$ cat src/rtl/lock_fault_pkg.sv
// Package: shared constants and the latch state type for the lock fault monitor.
// Assumes: nothing beyond IEEE 1800-2017.
package lock_fault_pkg;

    // Default synchronizer depth for the lock detect input.
    localparam int unsigned SYNC_DEPTH_DEF = 2;

    // Latch state: armed after the first commit, fault while out of lock.
    typedef struct packed {
        logic armed;
        logic fault;
    } latch_state_t;

endpackage

$ cat src/rtl/lock_sync.sv
// Module: lock_sync
// Moves the asynchronous lock detect level into the clock domain through
// a chain of DEPTH flip-flops.
// Assumes: DEPTH >= 2. Reset loads the locked level 1 into every stage.
module lock_sync #(
    parameter int unsigned DEPTH = 2
) (
    input  logic clk,
    input  logic rst_n,
    input  logic din,
    output logic dout
);
    logic [DEPTH-1:0] stage;

    generate
        for (genvar g = 0; g < DEPTH; g++) begin : g_stage
            if (g == 0) begin : g_first
                // Capture the raw input in the first stage.
                always_ff @(posedge clk) begin
                    if (!rst_n) stage[0] <= 1'b1;
                    else        stage[0] <= din;
                end
            end else begin : g_next
                // Pass the level one stage further down the chain.
                always_ff @(posedge clk) begin
                    if (!rst_n) stage[g] <= 1'b1;
                    else        stage[g] <= stage[g-1];
                end
            end
        end
    endgenerate

    assign dout = stage[DEPTH-1];
endmodule

$ cat src/rtl/fault_latch.sv
// Module: fault_latch
// Sticky out-of-lock latch. The commit strobe arms the latch and clears it.
// While armed, a synchronized low lock detect sets the fault until the next commit.
// Assumes: ld_sync is already in the clock domain. The clear wins over a set.
module fault_latch
    import lock_fault_pkg::*;
(
    input  logic clk,
    input  logic rst_n,
    input  logic ld_sync,
    input  logic commit,
    output logic fault,
    output logic armed
);
    latch_state_t st;

    // Update the arm bit and the fault bit once per clock.
    always_ff @(posedge clk) begin
        if (!rst_n) begin
            st <= '{armed: 1'b0, fault: 1'b0};
        end else if (commit) begin
            st <= '{armed: 1'b1, fault: 1'b0};
        end else if (st.armed && !ld_sync) begin
            st.fault <= 1'b1;
        end
    end

    assign fault = st.fault;
    assign armed = st.armed;

    // the fault cannot be set before the latch is armed
    assert_unarmed_clear_R2: assert property (@(posedge clk) disable iff (!rst_n)
        !armed |-> !fault);

    // an armed latch that sees a low without a commit reports the fault next cycle
    assert_dropout_sets_R3: assert property (@(posedge clk) disable iff (!rst_n)
        (armed && !ld_sync && !commit) |=> fault);

    // a set fault stays set until a commit arrives
    assert_sticky_R4: assert property (@(posedge clk) disable iff (!rst_n)
        (fault && !commit) |=> fault);

    // a commit always leaves the latch armed and clear
    assert_commit_clears_R5: assert property (@(posedge clk) disable iff (!rst_n)
        commit |=> (armed && !fault));
endmodule

$ cat src/rtl/fault_report.sv
// Module: fault_report
// Qualifies the stored fault with the oscillator enable and drives the two outputs.
// Assumes: key_n low enables the oscillator. It is combinational, so the key acts at once.
module fault_report (
    input  logic fault,
    input  logic key_n,
    output logic flag_n,
    output logic lamp_on
);
    logic osc_en;
    logic shown;

    // Derive the enable, then gate the fault with it.
    always_comb begin
        osc_en  = ~key_n;
        shown   = osc_en & fault;
        flag_n  = ~shown;
        lamp_on = shown;
    end
endmodule

$ cat src/rtl/lock_fault_mon.sv
// Module: lock_fault_mon (top)
// Out-of-lock fault monitor: synchronizer, sticky latch and output gating.
// Assumes: commit and key_n are synchronous to clk, and lock_det is asynchronous.
module lock_fault_mon
    import lock_fault_pkg::*;
#(
    parameter int unsigned SYNC_DEPTH = SYNC_DEPTH_DEF
) (
    input  logic clk,
    input  logic rst_n,
    input  logic lock_det,
    input  logic commit,
    input  logic key_n,
    output logic flag_n,
    output logic lamp_on
);
    logic ld_sync;
    logic fault;
    logic armed;

    lock_sync #(.DEPTH(SYNC_DEPTH)) i_sync (
        .clk   (clk),
        .rst_n (rst_n),
        .din   (lock_det),
        .dout  (ld_sync)
    );

    fault_latch i_latch (
        .clk     (clk),
        .rst_n   (rst_n),
        .ld_sync (ld_sync),
        .commit  (commit),
        .fault   (fault),
        .armed   (armed)
    );

    fault_report i_report (
        .fault   (fault),
        .key_n   (key_n),
        .flag_n  (flag_n),
        .lamp_on (lamp_on)
    );

    // with the oscillator enabled, a stored fault pulls the flag low
    assert_fault_shown_R7: assert property (@(posedge clk) disable iff (!rst_n)
        (!key_n && fault) |-> (!flag_n && lamp_on));

    // with the oscillator disabled, the outputs report no fault
    assert_key_masks_R8: assert property (@(posedge clk) disable iff (!rst_n)
        key_n |-> (flag_n && !lamp_on));

    // the lamp and the flag never agree
    assert_opposite_R9: assert property (@(posedge clk) disable iff (!rst_n)
        lamp_on != flag_n);
endmodule

$ cat config.mk
export PLATFORM = sky130hd
export DESIGN_NAME = lock_fault_mon
export DESIGN_NICKNAME = d
export VERILOG_FILES = /design/src/rtl/lock_fault_pkg.sv /design/src/rtl/lock_sync.sv /design/src/rtl/fault_latch.sv /design/src/rtl/fault_report.sv /design/src/rtl/lock_fault_mon.sv
export SDC_FILE = /design/constraint.sdc
export NUM_CORES = 1
export LEC_CHECK = 0
export BUFFER_PORTS_ARGS = -buffer_cell sky130_fd_sc_hd__buf_4
export CORE_AREA = 2 2 39 41
export DETAILED_ROUTE_END_ITERATION = 12
export DIE_AREA = 0 0 41 43
export GPL_ROUTABILITY_DRIVEN = 0
export PLACE_DENSITY = 0.35
export SYNTH_ARGS = -nofsm -noshare
export SYNTH_HDL_FRONTEND = slang
export SYNTH_SLANG_ARGS = --single-unit
export TNS_END_PERCENT = 5
$ cat constraint.sdc
create_clock -name clk -period 1.8 [get_ports clk]
set_input_delay 0.18 -clock clk [delete_from_list [all_inputs] [get_ports clk]]
set_output_delay 0.18 -clock clk [all_outputs]
set_load 0.01 [all_outputs]
Word level (Yosys, flattened, before mapping). Index checks and enable logic that the tools add are counted.

Bits of input ports: 5. Logic and storage cells: 11. Flip-flop bits (word level): 4. Memories: 0. RAM bits: 0. Bits in latches: 0. ROM bits: 0.

Eq/ne operators: 0. Multiply operators: 0. Reductions and logical operators: 3. Multiplexer cells: 0. Divide/modulo/power cells: 0. Bitwise operators: 4. Shifts and indexed selects: 0. $lt $le $gt $ge: 0. Add/subtract/negate cells: 0.

Operator list (count): $not 1->1 (3); $reduce_or 2->1 (1); $and 1x1->1 (1); $logic_and 1x1->1 (1); $logic_not 1->1 (1).

Logic depth before layout (Yosys ltp).
Depth after elaboration: 3. Depth in mapped cells: 2.

Modules after synthesis. Synthesis repeated with hierarchy kept, for this count alone.

Cell total of the unflattened synthesis: 12. Area total of the unflattened synthesis: 132.6 sq um.

Modules (own cells, without submodules): fault_latch (instances 1, sequential area each 40.0 sq um, cells an instance 6, area an instance 67.6 sq um); lock_sync (instances 1, sequential area each 40.0 sq um, cells an instance 4, area an instance 52.6 sq um); fault_report (instances 1, sequential area each 0.0 sq um, cells an instance 2, area an instance 12.5 sq um).

Worst setup path after synthesis. Ideal clock, no wire load.

Path type: register -> output. From: register, netlist name i_latch.fault. To: output lamp_on. Stages on the path, launching flop included: 3. Slack: 1.102 ns. Data required time: 1.620 ns. Data arrival time: 0.518 ns. Cells stage by stage: dfxtp_1 > nand2b_1 > inv_1.

Word-level cells in the longest chain between the ends: 1.

RTL lines: $and 1x1->1 (RTL line fault_report.sv:16) `shown = osc_en & fault;`; end: declaration (RTL line lock_fault_mon.sv:15) `output logic lamp_on`.

Every way passes these cells.

Worst setup path after layout.
From: register, netlist name i_latch.fault. To: output lamp_on.

Word-level cells in the longest chain between the ends: 1.

RTL lines (RTL line): $and 1x1->1 (fault_report.sv:16).

Every way passes these cells.

==> results by group <==
Global routing
  • Gr ovfl total: 0
  • Gr usage total: 3.72%
  • Largest net degree at the start of global routing: 5
  • Initial antenna violation count: 0
  • Number of global-route vias before repair: 95
  • First-pass GRT wire length: between 300 and 400 um

Drt
  • Post-DR wirelength/cell: 5.76 um
  • Drt drc: 0
  • Final WL: 219 um
  • Final ANT Viol Nets: 0
  • Vias: 106
  • First-pass DRT Iterations: 2
  • Via/cell ratio: roughly 2.8
  • Detailed Route Iter0 Violations: 4

Clock network
  • CTS clk-pin slew, worst paths: 40 ps
  • H-Tree Depth: 1
  • Longest Clk Path Bufs: 2
  • Post_cts resized: 0
  • CTS tree: yes
  • Clock sink count: 4
  • CTS Buf Count: 3
  • CTS Root Cell: clkbuf_4
  • Worst skew pair latency: 230 ps
  • Post-CTS Setup Inserts: 0
  • Hold Buf Count CTS: 0

Synthesis
  • Seq/Total Area, Yosys: roughly three fifths
  • Synth Cell Area: 135 um^2
  • Syn Area/Cell: 10.4 um^2
  • FF+latch count, synth: 4
  • Top cells by area, synth: dfxtp_1 59%, nand2b_1 23%, a21oi_2 6.5%
  • Top-area cell type share of the netlist area: 59.3%
  • Synthesized Nets: 18
  • Cell variety after synth: 5
  • Dominant cell type by area after synthesis: dfxtp_1
  • Synthesis Warnings: 0
  • Post-Synthesis Cells: 13

STA
  • Setup WS post-layout: about 840 ps
  • Worst slew pin tran: 82.5 ps
  • Clk_skew: ~2.5 ps
  • Fin. Hold Viols: 0
  • Post-layout min period: between 900 and 1000 ps
  • Setup-violating endpoint count in the final report: 0
  • Final Max Tran Viols: 0
  • Setup TNS: 0 ps
  • Max frequency: 1040 MHz
  • Final period util: 53.2%
  • RSZ-0062 raised after global routing: no
  • Hold WS: 134 ps
  • Slew HR: a little over nine tenths

Finish
  • N_diodes: 0
  • Area grow syn2layout: 64.8%
  • Most common cell after layout, fill and taps aside: buf_4
  • Ratio of cells with drive above 1 in the final layout: a little under half
  • Util after Layout: 16.1%
  • Commonest cells after routing, fill and taps aside: 6 x buf_4, 5 x nand2b_1, 4 x dfxtp_1
  • Layout Nets: 29

Run status
  • Status: finished clean

Placed design
  • IO buf count: 6
  • DP HPWL: between 150 and 200 um
  • Post-place setup slack: 1030 ps

Worst setup path
  • CP Capture Type: output port
  • Crit path buffers/inverters: 2
  • Critical path peak fanout: 2
  • CP top delay family: flip-flops
  • Crit path depth: 3
  • Critical-path cell list: nand2b_1 > inv_1 > buf_4
  • Req. time, crit path: 1620 ps
  • Setup CP Type: reg -> out
  • R2r worst-path depth: 2
  • Crit-path max cell delay: 300 ps
  • Worst path arrival time: 780 ps
  • CP startpoint kind: register
  • Worst R2R Setup Slack: 1190 ps
  • Slowest cell on the critical path: dfxtp_1

Pwr
  • Peak VDD IR: approximately 0.26 mV
  • Leak Pwr: a little under 0.1 nW
  • Total power: 214 uW
  • PD cells: around 960 nW/um^2

Hold path
  • Hold Crit Class: in -> reg
  • Hold path cells: 2

Die
  • Die span in y: 43 um
  • Core area: 1380 um^2
  • Die footprint: 1760 um^2
  • Row count: 14
  • Initial Util: under 10%
  • Width of the die: 41 um
  • I/O pin count: 7

Run
  • Max_cap viols: 0
==> power breakdown <==
part           switching, mW  internal, mW  total [mW]
combinational        0.00378       0.00919      0.0130
sequential           0.00125        0.0931      0.0944
clock                 0.0324        0.0743       0.107
total                 0.0374         0.177       0.214
==> sequential cells by signal, summed over array words and instances, names as in the netlist <==
name and flops:
i_latch.armed 1, i_latch.fault 1, i_sync.dout 1, i_sync.stage 1
==> per-layer routing <==
| layer | wire [um] | up-vias | global-route usage [%] | part of all wire [%] |
|---|---|---|---|---|
| met5 | 0 | - | 0 | 0 |
| met4 | 0 | 0 | 4.00 | 0 |
| met3 | 40 | 0 | 6.28 | 18 |
| met2 | 73 | 7 | 3.44 | 33 |
| met1 | 106 | 40 | 2.58 | 48 |
| li1 | - | 59 | - | - |
==> kinds of logic after synthesis <==
| kind of cell | share of synthesized area, % |
|---|---|
| buffers and inverters | 5.56 |
| AOI/OAI and AO/OA | 12.0 |
| DFF | 59.3 |
| and+or+nand+nor | 23.1 |
==> stage by stage <==
| stage | cells | instance area [um^2] |
|---|---|---|
| after floorplan | 13 | 135 |
| final | 38 | 223 |
| after global routing | 38 | 223 |
| after detailed placement | 35 | 200 |
| after CTS | 38 | 223 |
| after global placement | 35 | 200 |
==> Yosys cell counts <==
cell type / number
a21oi_2: 1
dfxtp_1: 4
inv_1: 2
nand2b_1: 5
o21a_1: 1
==> worst register-to-register path: cells and delay by family, from the launching register on <==
family / cells / cell delay [ps]
AO/OA/AOI/OAI: 1 / 120
flip-flops: 1 / 280
AND/OR/NAND/NOR: 1 / 150
==> final timing paths <==
| check | from | end |
|---|---|---|
| hold reg to reg | i_sync.stage[0] | i_sync.dout |
| setup / recovery | i_latch.fault | lamp_on |
| hold / removal | lock_det | i_sync.stage[0] |
| setup reg to reg | i_sync.dout | i_latch.fault |
==> layout make-up <==
| cell class | instances | area [um^2] |
|---|---|---|
| clock buffers | 3 | 22.5 |
| fillers | 153 | 1160 |
| inverters | 2 | 7.51 |
| multi-input cells | 7 | 47.5 |
| flip-flops and latches | 4 | 80.1 |
| well taps | 16 | 20.0 |
| repair buffers | 6 | 45.0 |
(Power assumes the default switching activity.)
